`src/rtl/ptm_pkg.sv`:
```
package ptm_pkg;

  localparam int unsigned PTM_MIN_W = 4;
  localparam int unsigned PTM_MAX_W = 16;

  // Kind of partial product term by its position in the matrix
  typedef enum logic [1:0] {
    TERM_PLAIN,
    TERM_MIXED,
    TERM_CORNER
  } term_kind_e;

  function automatic term_kind_e kind_of(input int i, input int j, input int n);
    if (i == n - 1 && j == n - 1) return TERM_CORNER;
    if (i == n - 1 || j == n - 1) return TERM_MIXED;
    return TERM_PLAIN;
  endfunction

endpackage

```
`src/rtl/ptm_ppgen.sv`:
```
module ptm_ppgen
  import ptm_pkg::*;
#(
  parameter int N = 8,
  localparam int W = 2 * N,
  localparam int TW = 2 * N - 1
) (
  input  logic [N-1:0]        mcand,
  input  logic [N-1:0]        mplier,
  input  logic [TW-1:0]       col_en,
  output logic [N-1:0][W-1:0] rows
);

  for (genvar gi = 0; gi < N; gi++) begin : g_row
    for (genvar gb = 0; gb < W; gb++) begin : g_bit
      if (gb >= gi && gb < gi + N) begin : g_term
        localparam int J = gb - gi;
        localparam term_kind_e K = kind_of(gi, J, N);
        if (K == TERM_MIXED) begin : g_mixed
          assign rows[gi][gb] = col_en[gb] & ~(mcand[gi] & mplier[J]);
        end else begin : g_pos
          assign rows[gi][gb] = col_en[gb] & mcand[gi] & mplier[J];
        end
        // A disabled column must carry no active term
        always_comb begin
          assert_col_gate_R3: assert (col_en[gb] || !rows[gi][gb])
            else $error("gated column %0d carries a one", gb);
        end
      end else begin : g_pad
        assign rows[gi][gb] = 1'b0;
      end
    end
  end

endmodule

```
`src/rtl/ptm_csa.sv`:
```
module ptm_csa #(
  parameter int W = 16
) (
  input  logic [W-1:0] in_a,
  input  logic [W-1:0] in_b,
  input  logic [W-1:0] in_c,
  output logic [W-1:0] sum_o,
  output logic [W-1:0] carry_o
);

  assign carry_o[0] = 1'b0;

  for (genvar gb = 0; gb < W; gb++) begin : g_fa
    assign sum_o[gb] = in_a[gb] ^ in_b[gb] ^ in_c[gb];
    if (gb < W - 1) begin : g_cy
      assign carry_o[gb+1] = (in_a[gb] & in_b[gb]) | (in_a[gb] & in_c[gb]) | (in_b[gb] & in_c[gb]);
    end
  end

  // The compressor keeps the arithmetic value of its three inputs
  always_comb begin
    assert_csa_keeps_sum_R6: assert (W'(sum_o + carry_o) == W'(in_a + in_b + in_c))
      else $error("carry-save stage lost value");
  end

endmodule

```
`src/rtl/ptm_cpa.sv`:
```
module ptm_cpa #(
  parameter int W = 16
) (
  input  logic [W-1:0] in_a,
  input  logic [W-1:0] in_b,
  output logic [W-1:0] sum_o
);

  logic [W-1:0] cy;

  assign cy[0] = 1'b0;

  for (genvar gb = 0; gb < W; gb++) begin : g_rip
    assign sum_o[gb] = in_a[gb] ^ in_b[gb] ^ cy[gb];
    if (gb < W - 1) begin : g_cy
      assign cy[gb+1] = (in_a[gb] & in_b[gb]) | (cy[gb] & (in_a[gb] ^ in_b[gb]));
    end
  end

  // The final adder is exact modulo 2^W
  always_comb begin
    assert_cpa_exact_R6: assert (sum_o == W'(in_a + in_b))
      else $error("final adder mismatch");
  end

endmodule

```
`src/rtl/ptm_mult.sv`:
```
module ptm_mult #(
  parameter int N = 8,
  localparam int W = 2 * N,
  localparam int TW = 2 * N - 1,
  localparam int STAGES = N - 1
) (
  input  logic [N-1:0]  op_a,
  input  logic [N-1:0]  op_b,
  input  logic [TW-1:0] col_en,
  output logic [W-1:0]  prod
);

  localparam logic [W-1:0] BW_CONST = (W'(1) << N) | (W'(1) << (W - 1));

  logic [N-1:0][W-1:0]      rows;
  logic [N:0][W-1:0]        opnd;
  logic [STAGES-1:0][W-1:0] s_chain;
  logic [STAGES-1:0][W-1:0] c_chain;

  ptm_ppgen #(.N(N)) u_ppgen (
    .mcand  (op_a),
    .mplier (op_b),
    .col_en (col_en),
    .rows   (rows)
  );

  for (genvar gr = 0; gr < N; gr++) begin : g_opnd
    assign opnd[gr] = rows[gr];
  end
  assign opnd[N] = BW_CONST;

  for (genvar gk = 0; gk < STAGES; gk++) begin : g_stage
    if (gk == 0) begin : g_first
      ptm_csa #(.W(W)) u_csa (
        .in_a    (opnd[0]),
        .in_b    (opnd[1]),
        .in_c    (opnd[2]),
        .sum_o   (s_chain[0]),
        .carry_o (c_chain[0])
      );
    end else begin : g_next
      ptm_csa #(.W(W)) u_csa (
        .in_a    (s_chain[gk-1]),
        .in_b    (c_chain[gk-1]),
        .in_c    (opnd[gk+2]),
        .sum_o   (s_chain[gk]),
        .carry_o (c_chain[gk])
      );
    end
  end

  ptm_cpa #(.W(W)) u_cpa (
    .in_a  (s_chain[STAGES-1]),
    .in_b  (c_chain[STAGES-1]),
    .sum_o (prod)
  );

  logic [W-1:0] sx_ext;
  logic [W-1:0] sy_ext;
  assign sx_ext = {{N{op_a[N-1]}}, op_a};
  assign sy_ext = {{N{op_b[N-1]}}, op_b};

  always_comb begin
    // Full enables give the exact signed product
    assert_exact_product_R1: assert (!(&col_en) || prod == W'(sx_ext * sy_ext))
      else $error("full-enable product wrong");
    // No enables leave only the correction constants
    assert_constants_only_R2: assert ((|col_en) || prod == BW_CONST)
      else $error("all-off product wrong");
  end

endmodule

```
`config.mk`:
```
export PLATFORM = sky130hd
export DESIGN_NAME = ptm_mult
export DESIGN_NICKNAME = d
export VERILOG_FILES = /design/src/rtl/ptm_pkg.sv /design/src/rtl/ptm_ppgen.sv /design/src/rtl/ptm_csa.sv /design/src/rtl/ptm_cpa.sv /design/src/rtl/ptm_mult.sv
export SDC_FILE = /design/constraint.sdc
export NUM_CORES = 1
export LEC_CHECK = 0
export ABC_AREA = 0
export CAP_MARGIN = 20
export CORE_ASPECT_RATIO = 1.1
export CORE_UTILIZATION = 60
export DETAILED_ROUTE_END_ITERATION = 10
export DONT_BUFFER_PORTS = 1
export PLACE_DENSITY = 0.85
export SLEW_MARGIN = 10
export SYNTH_ARGS = -nofsm -noshare
export SYNTH_HDL_FRONTEND = slang
export SYNTH_SLANG_ARGS = --single-unit
```
`constraint.sdc`:
```
create_clock -name vclk -period 8.2
set_clock_uncertainty 0.2 [all_clocks]
set_input_delay 1.23 -clock vclk [all_inputs]
set_output_delay 1.23 -clock vclk [all_outputs]
set_load 0.05 [all_outputs]
```
==> results of run 1 <==
[per-layer routing]
| metal | GRT usage [%] | wire (microns) |
|---|---|---|
| met4 | 0.752 | 14 |
| met2 | 49.5 | 2040 |
| met3 | 2.84 | 193 |
| met5 | 0 | 0 |
| met1 | 29.9 | 1230 |
[power groups by stage]
| stage | logic [mW] | clock network (mW) | registers [mW] |
|---|---|---|---|
| after floorplan | 0.443 | 0 | 0 |
| after global placement | 0.532 | 0 | 0 |
| after detailed placement | 0.547 | 0 | 0 |
| after CTS | 0.562 | 0 | 0 |
| after global routing | 0.620 | 0 | 0 |
| final | 0.575 | 0 | 0 |
[cell families after synthesis]
| logic type | share of synthesized area (%) |
|---|---|
| compound gates | 7.02 |
| fa+ha+maj | 65.3 |
| xor+xnor | 0.502 |
| simple gates | 17.0 |
| buf+inv | 10.1 |
[cell type report]
| type | count | share of cell area, % |
|---|---|---|
| multi-input combinational | 128 | 85.8 |
| inverter | 47 | 9.09 |
| timing repair buffer | 3 | 3.03 |
| tap | 33 | 2.08 |
[timing repair]
action | in CTS | in global routing
pin swaps | 2 | 8
hold buffers | 0 | 0
setup endpoints to repair | 3 | 3
endpoints found under the hold margin | 0 | 0
gates resized for setup | 8 | 11
[synthesized netlist by cell type (all sizes together)]
cell,number
a21bo,7
a21boi,7
and3,38
nand3,12
ha,16
xor2,1
fa,47
inv,47
[worst max-delay path: stages]
cell and delay, ns:
and3_4 0.16, fa_2 0.54, fa_2 0.44, fa_2 0.56, fa_2 0.44, fa_1 0.51
inv_2 0.04, fa_2 0.56, inv_2 0.05, ha_4 0.15, ha_4 0.15, fa_2 0.33
fa_2 0.34, fa_2 0.34, inv_2 0.06, fa_2 0.20, fa_2 0.21, fa_2 0.46
clkinvlp_4 0.21
[worst paths after layout]
path	slack [ns]	depth (start not counted)	start	end
max	-0.21	19	op_a[1]	prod[14]
min	2.56	1	op_a[0]	prod[0]
==> run_results.csv, run 1 <==
group,metric,value,unit
status,outcome,"finished, violations left",
status,violations,"negative setup slack",
route,wire_per_inst,16.5,microns
power_and_ir_drop,irDropWorstVdd,0.000450,V
placed_design,gp_congestion,0.803,
sta,worstMarginPinSlew,0.492,ns
global_route,overflow,0,
route,drtAntennaViolNets,0,
finish,seq_area,0,sq um
yosys,syn_nets,269,
finish,post-route-cell-area,1980,sq um
route,first_pass_iters,4,
placed_design,place_area,1920,sq um
sta,clock.fmax,119,MHz
die,die-width,53.4,microns
global_route,grt_pass1_wl,5830,microns
sta,drv_slew,0,
yosys,yosys.area.top_type_share,53.9,%
yosys,seq_area_frac_synth,0,%
finish,syn_to_final_growth,13.5,%
yosys,synth_top_area_cell,"fa_1",
setup_path,cp_data_required_time,6.77,ns
die,fp-row-count,20,
global_route,grt_max_degree,9,
placed_design,dp.cells,211,
die,start_util,62.9,%
power_and_ir_drop,p_sw,0.361,mW
flow_run,maxCapViolations,0,
die,die-area,3130,sq um
placed_design,port_buffers,0,
sta,timing.final.hold_violations,0,
yosys,synth_warnings,0,
finish,antenna_cells,0,
finish,fill_cells,207,
die,ios,47,
finish,finalNetCount,274,
sta,fin_setup_tns,-0.310,ns
sta,rsz0062_at_grt,"yes",
sta,slew_headroom,67.3,%
global_route,track_usage,25.1,%
power_and_ir_drop,internal-power,0.214,mW
power_and_ir_drop,clock_power_share,0,%
yosys,netlist_area,1750,sq um
setup_path,startpoint_type,"primary input",
sta,setup_viol,2,
power_and_ir_drop,power_density,290,nW/um^2
die,die_height,58.6,microns
power_and_ir_drop,switching_share,62.7,%
yosys,synth.distinct_cells,8,
global_route,grt_pass1_vias,1382,
sta,fin_hold_ws,2.56,ns
global_route,antenna_found_initial,0,
finish,nClkBuffers,0,
route,drcViolationCount,0,
placed_design,hpwl,3020,microns
yosys,syn_avg_cell_area,9.98,sq um
power_and_ir_drop,p_seq_share,0,%
yosys,syn_inst,175,
route,via_per_inst,6.06,
die,coreArea,2780,sq um
setup_path,path_class,"in2out",
finish,final_common_cell,"inv_1",
yosys,synthTopCellsByArea,"fa_1 (54%), and3_1 (14%), ha_1 (11%)",
power_and_ir_drop,combPwrFrac,100.0,%
min_path,holdCritPathClass,"in2out",
cts,post-cts-setup-buffers,0,
route,wirelength,3470,microns
power_and_ir_drop,total_power,0.575,mW
finish,most-common-layout-cells,"inv_1 (38), and3_1 (34), fa_1 (30)",
finish,drive_above_1_share,25.3,%
finish,multiInputGateArea,1700,sq um
placed_design,pre_cts_ws,-0.209,ns
sta,layout_setup_ws,-0.208,ns
route,vias,1278,
route,dr.first_iter.drc_count,44,
finish,finish.utilization,71.4,%
sta,fin_crit,8.41,ns
finish,seq_cell_count,0,
setup_path,cp.arrival,6.98,ns
setup_path,cp_max_fo,8,
sta,min_period_over_period,103,%
finish,final_cells,211,
power_and_ir_drop,p_leak,1.03,nW
setup_path,setup.worst_path.end_class,"output pin",
No activity file was read; power rests on OpenSTA's default activity.
==> inputs of run 2 (changes only) <==
--- a/config.mk
+++ b/config.mk
@@ -11,6 +11,7 @@
 export CORE_UTILIZATION = 60
 export DETAILED_ROUTE_END_ITERATION = 10
 export DONT_BUFFER_PORTS = 1
+export GPL_TIMING_DRIVEN = 0
 export PLACE_DENSITY = 0.85
 export SLEW_MARGIN = 10
 export SYNTH_ARGS = -nofsm -noshare
==> run 2 against run 1 <==
  * Non-clock buffer count down 3
  * Critical endpoint unchanged
  * Setup slack improved by 0.018 ns
  * Via count is 1.1% lower
  * Count of clock-buffer cells in the layout unchanged
  * Maximum frequency is 0.22% higher
  * Final cell count shrank 1.4%
  * Critical path depth is the same
  * Design area shrank 4.0%
  * Critical path type unchanged
  * The run still ends with negative setup slack left
  * Sequential cell count stayed put
  * Global-route usage shrank 1.5 points
  * Power down 12%
  * First-iteration DRC count decreased by 14%
==> run_results.csv, run 2 (synthesis gave the netlist of run 1 again) <==
group,metric,value,unit
status,outcome,"finished, violations left",
status,violations,"negative setup slack",
setup_path,crit_cells,19,
die,die-width,53.4,microns
global_route,antenna_found_initial,0,
finish,drive_above_1_share,20.0,%
sta,min_period_over_period,102,%
setup_path,cp_max_fo,8,
sta,slew_headroom,67.4,%
placed_design,pre_cts_ws,-0.223,ns
power_and_ir_drop,p_leak,0.996,nW
sta,layout_setup_ws,-0.190,ns
route,drcViolationCount,0,
route,drtAntennaViolNets,0,
global_route,grt_pass1_wl,5530,microns
sta,drv_slew,0,
finish,syn_to_final_growth,8.88,%
route,dr.first_iter.drc_count,38,
global_route,met3_usage,2.07,%
global_route,grt_use_met1,28.3,%
finish,finalNetCount,271,
power_and_ir_drop,power_density,267,nW/um^2
setup_path,worstSetupEndpoint,"prod[14]",
setup_path,worstPathCellList,"and3_4 -> fa_1 -> fa_1 -> fa_2 -> fa_1 -> fa_1 -> inv_2 -> fa_2 -> inv_2 -> ha_4 -> ha_4 -> fa_2 -> fa_2 -> fa_2 -> inv_2 -> fa_2 -> fa_2 -> fa_2 -> clkinvlp_4",
finish,final_common_cell,"inv_1",
die,start_util,62.9,%
flow_run,maxCapViolations,0,
setup_path,cp_slowest_cell,"fa_1",
setup_path,cp.arrival,6.96,ns
setup_path,cp-startpoint,"op_a[1]",
sta,timing.final.hold_violations,0,
sta,worstMarginPinSlew,0.491,ns
finish,most-common-layout-cells,"inv_1 (39), and3_1 (35), fa_1 (34)",
setup_path,cpMostUsedCell,"fa_2",
placed_design,dp.cells,208,
setup_path,startpoint_type,"primary input",
route,wire_per_inst,15.4,microns
power_and_ir_drop,total_power,0.507,mW
setup_path,crit_family,"adder cells",
power_and_ir_drop,irDropWorstVdd,0.000366,V
route,via_per_inst,6.08,
global_route,track_usage,23.5,%
die,ios,47,
global_route,grt_pass1_vias,1352,
sta,fin_crit,8.39,ns
cts,post-cts-setup-buffers,0,
setup_path,path_class,"in2out",
die,die_height,58.6,microns
die,die-area,3130,sq um
die,coreArea,2780,sq um
finish,seq_cell_count,0,
route,first_pass_iters,4,
sta,rsz0062_at_grt,"yes",
sta,setup_viol,2,
cts,cts.hold.buffers_added,0,
placed_design,port_buffers,0,
setup_path,cp_data_required_time,6.77,ns
global_route,met2_usage,46.1,%
route,wirelength,3200,microns
finish,seq_area,0,sq um
global_route,busiest_layer,"met2",
setup_path,max_stage_delay,0.56,ns
min_path,holdCritPathClass,"in2out",
global_route,grt_max_degree,9,
placed_design,gp_congestion,0.827,
setup_path,setup.worst_path.end_class,"output pin",
route,vias,1264,
placed_design,hpwl,2900,microns
die,fp-row-count,20,
finish,nClkBuffers,0,
sta,clock.fmax,119,MHz
setup_path,cp_num_buf_inv,4,
finish,final_cells,208,
global_route,overflow,0,
min_path,holdPathStages,1,
finish,antenna_cells,0,
run 2: cell count changes in the layout (fill, tap and decap cells not counted), sizes merged:
cell	delta
buf	-3
clkinvlp	+2
inv	-2
run 2: worst min path at each step:
stage,end,start,slack (ns)
after floorplan,prod[0],op_a[0],2.56
after global placement,prod[0],op_a[0],2.56
after detailed placement,prod[0],op_a[0],2.56
after CTS,prod[0],op_a[0],2.56
after global routing,prod[0],op_a[0],2.56
final,prod[0],op_a[0],2.56
run 2: layout make-up:
class	count	area [sq um]
Tap cell	33	41.3
Fill cell	215	876
Inverter	47	188
Multi-Input combinational cell	128	1670
run 2: routing by layer:
metal | routed length (microns) | vias up | part of all wire (%)
met5 | 0 | - | 0
met4 | 0 | 0 | 0
met3 | 184 | 0 | 5.7
met2 | 1850 | 45 | 58
met1 | 1170 | 662 | 36
li1 | - | 557 | -
run 2: stage by stage:
step / hold WS (ns) / area [sq um] / TNS [ns] / util, %
global route: 2.56 / 1900 / -0.772 / 68.5
global placement: 2.56 / 1860 / -0.426 / 66.8
CTS: 2.56 / 1860 / -0.406 / 67.0
detailed placement: 2.56 / 1860 / -0.500 / 66.8
floorplan: 2.56 / 1810 / -0.151 / -
finish: 2.56 / 1900 / -0.316 / 68.5
run 2: repair_timing:
| action | in CTS | in global routing |
|---|---|---|
| hold endpoints to repair | 0 | 0 |
| resized for setup | 2 | 9 |
| pin swaps | 1 | 1 |
| endpoints found under the setup margin | 3 | 4 |
run 2: where the power goes:
| group | internal (mW) | leakage [nW] | switching, mW |
|---|---|---|---|
| clock network | 0 | 0 | 0 |
| logic | 0.161 | 0.996 | 0.345 |
| registers | 0 | 0 | 0 |
| total | 0.161 | 0.996 | 0.345 |
==> inputs of run 3 (changes only) <==
--- a/config.mk
+++ b/config.mk
@@ -8,12 +8,13 @@
 export ABC_AREA = 0
 export CAP_MARGIN = 20
 export CORE_ASPECT_RATIO = 1.1
-export CORE_UTILIZATION = 60
+export CORE_UTILIZATION = 48
 export DETAILED_ROUTE_END_ITERATION = 10
 export DONT_BUFFER_PORTS = 1
 export GPL_TIMING_DRIVEN = 0
-export PLACE_DENSITY = 0.85
+export PLACE_DENSITY = 0.71
 export SLEW_MARGIN = 10
 export SYNTH_ARGS = -nofsm -noshare
 export SYNTH_HDL_FRONTEND = slang
+export SYNTH_HIERARCHICAL = 1
 export SYNTH_SLANG_ARGS = --single-unit
==> run 3 against run 2 <==
  * The run ends with design-rule violations, negative setup slack left
  * Hold slack improved by 0.64 ns
  * Final cell count up 110%
  * Core utilization is 11 points lower
  * Largest cell class unchanged
  * Count of clock-buffer cells in the layout unchanged
==> run_results.csv, run 3 <==
group,metric,value,unit
finish,seq_cell_count,0,
sta,setup_viol,4,
min_path,holdPathStages,4,
global_route,track_usage,16.5,%
sta,slew_headroom,64.5,%
sta,drv_slew,0,
finish,antenna_cells,0,
global_route,antenna_found_initial,0,
sta,layout_setup_ws,-0.782,ns
yosys,syn_avg_cell_area,12.9,sq um
route,via_per_inst,4.55,
route,drtAntennaViolNets,0,
sta,worstMarginPinSlew,0.532,ns
yosys,synthTopCellsByArea,"fa_1 (66%), buf_4 (15%), and3_1 (7.6%)",
finish,finalNetCount,508,
sta,fin_hold_ws,3.20,ns
yosys,yosys.area.top_type_share,66.2,%
setup_path,cp_max_fo,8,
setup_path,cp.arrival,7.55,ns
global_route,grt_pass1_vias,2331,
setup_path,worstSetupEndpoint,"prod[15]",
die,die_height,92.8,microns
yosys,synth.distinct_cells,9,
flow_run,maxCapViolations,0,
placed_design,dp.cells,440,
sta,fin_crit,8.98,ns
cts,post-cts-setup-buffers,0,
setup_path,max_stage_delay,0.52,ns
route,wire_per_inst,12.4,microns
finish,finish.utilization,57.3,%
die,die-width,84.6,microns
finish,final_common_cell,"fa_1",
die,start_util,50.5,%
placed_design,port_buffers,0,
setup_path,cp-startpoint,"op_a[2]",
global_route,grt_pass1_wl,10500,microns
route,dr.first_iter.drc_count,28,
min_path,holdCritPathClass,"in2out",
setup_path,startpoint_type,"primary input",
sta,rsz0062_at_grt,"yes",
finish,seq_area,0,sq um
finish,fill_cells,617,
placed_design,place_area,4060,sq um
cts,cts.hold.buffers_added,0,
route,drcViolationCount,2,
finish,nClkBuffers,0,
placed_design,gp_congestion,0.756,
finish,most-common-layout-cells,"fa_1 (98), conb_1 (87), buf_4 (71)",
setup_path,worstPathCellList,"and3_4 -> fa_1 -> fa_1 -> fa_1 -> fa_1 -> fa_1 -> fa_1 -> fa_1 -> fa_2 -> fa_2 -> fa_2 -> fa_2 -> fa_2 -> fa_2 -> fa_2 -> xor3_2",
route,wirelength,5450,microns
route,vias,2004,
yosys,yosysMostFrequentCell,"fa_1",
global_route,overflow,0,
die,ios,47,
yosys,netlist_area,3600,sq um
sta,timing.final.hold_violations,0,
finish,post-route-cell-area,4080,sq um
setup_path,cp_data_required_time,6.77,ns
yosys,synth_warnings,6,
setup_path,path_class,"in2out",
finish,final_cells,440,
route,first_pass_iters,10,
finish,syn_to_final_growth,13.4,%
yosys,seq_area_frac_synth,0,%
setup_path,cp_slowest_cell,"fa_1",
setup_path,setup.worst_path.end_class,"output pin",
global_route,grt_max_degree,9,
finish,drive_above_1_share,29.0,%
placed_design,hpwl,5370,microns
sta,min_period_over_period,110,%
die,fp-row-count,32,
status,violations,"design-rule violations, negative setup slack",
die,coreArea,7130,sq um
status,outcome,"finished, violations left",
yosys,synth_top_area_cell,"fa_1",
yosys,synth_common_cells,"fa_1 (119), buf_4 (71), and3_1 (44), a21boi_0 (14), conb_1 (10)",
die,die-area,7850,sq um
yosys,syn_inst,278,
sta,clock.fmax,111,MHz
==> run 3: worst max-delay path, delay by kind of cell <==
family / cells / cell delay, ns
adder cells (fa/ha/maj): 14 / 5.76
XOR/XNOR: 1 / 0.40
AND/OR/NAND/NOR: 1 / 0.16
==> run 3: cell type report <==
type	instances	area, sq um	share of cell area [%]
Buffer	71	533	13.1
Inverter	5	18.8	0.460
Tap cell	85	106	2.61
Multi-Input combinational cell	279	3420	83.9
==> run 3: worst min path at each step <==
| stage | startpoint | end | slack, ns |
|---|---|---|---|
| floorplan | op_b[7] | prod[15] | 3.17 |
| global placement | op_b[7] | prod[15] | 3.22 |
| detailed placement | op_b[7] | prod[14] | 3.22 |
| CTS | op_b[7] | prod[14] | 3.21 |
| global route | op_b[7] | prod[14] | 3.24 |
| finish | op_b[7] | prod[14] | 3.20 |
==> run 3: metrics by stage <==
| stage | setup TNS [ns] | setup WS [ns] |
|---|---|---|
| 5_1_grt | -2.66 | -0.944 |
| 2_1_floorplan | -1.29 | -0.554 |
| 3_3_place_gp | -2.78 | -0.962 |
| 4_1_cts | -2.15 | -0.812 |
| 3_5_place_dp | -3.03 | -1.05 |
| 6_report | -2.04 | -0.782 |
==> run 3: timing repair <==
item / in CTS / in global routing
endpoints found under the setup margin: 4 / 4
gates resized for setup: 2 / 5
pin swaps: 6 / 0
==> run 3: cell families (layout without fill, tap and decap cells) <==
group	after synthesis	in the layout	synth area share (%)
compound gates	14	14	2.92
simple gates	50	50	8.90
other cells	10	87	1.04
buf+inv	76	76	15.3
xor+xnor	8	8	5.28
fa+ha+maj	120	120	66.5
==> run 3: routing by layer <==
layer	up-vias	GRT usage, %	part of all wire [%]
li1	888	-	-
met1	1079	20.2	32
met2	33	32.3	62
met3	4	2.41	4.9
met4	0	0.989	0.81
met5	-	0	0
Power of run 3 is left out: the tool's default activity adds up to more than one toggle a clock period on the data nets, which glitch-free logic cannot reach.
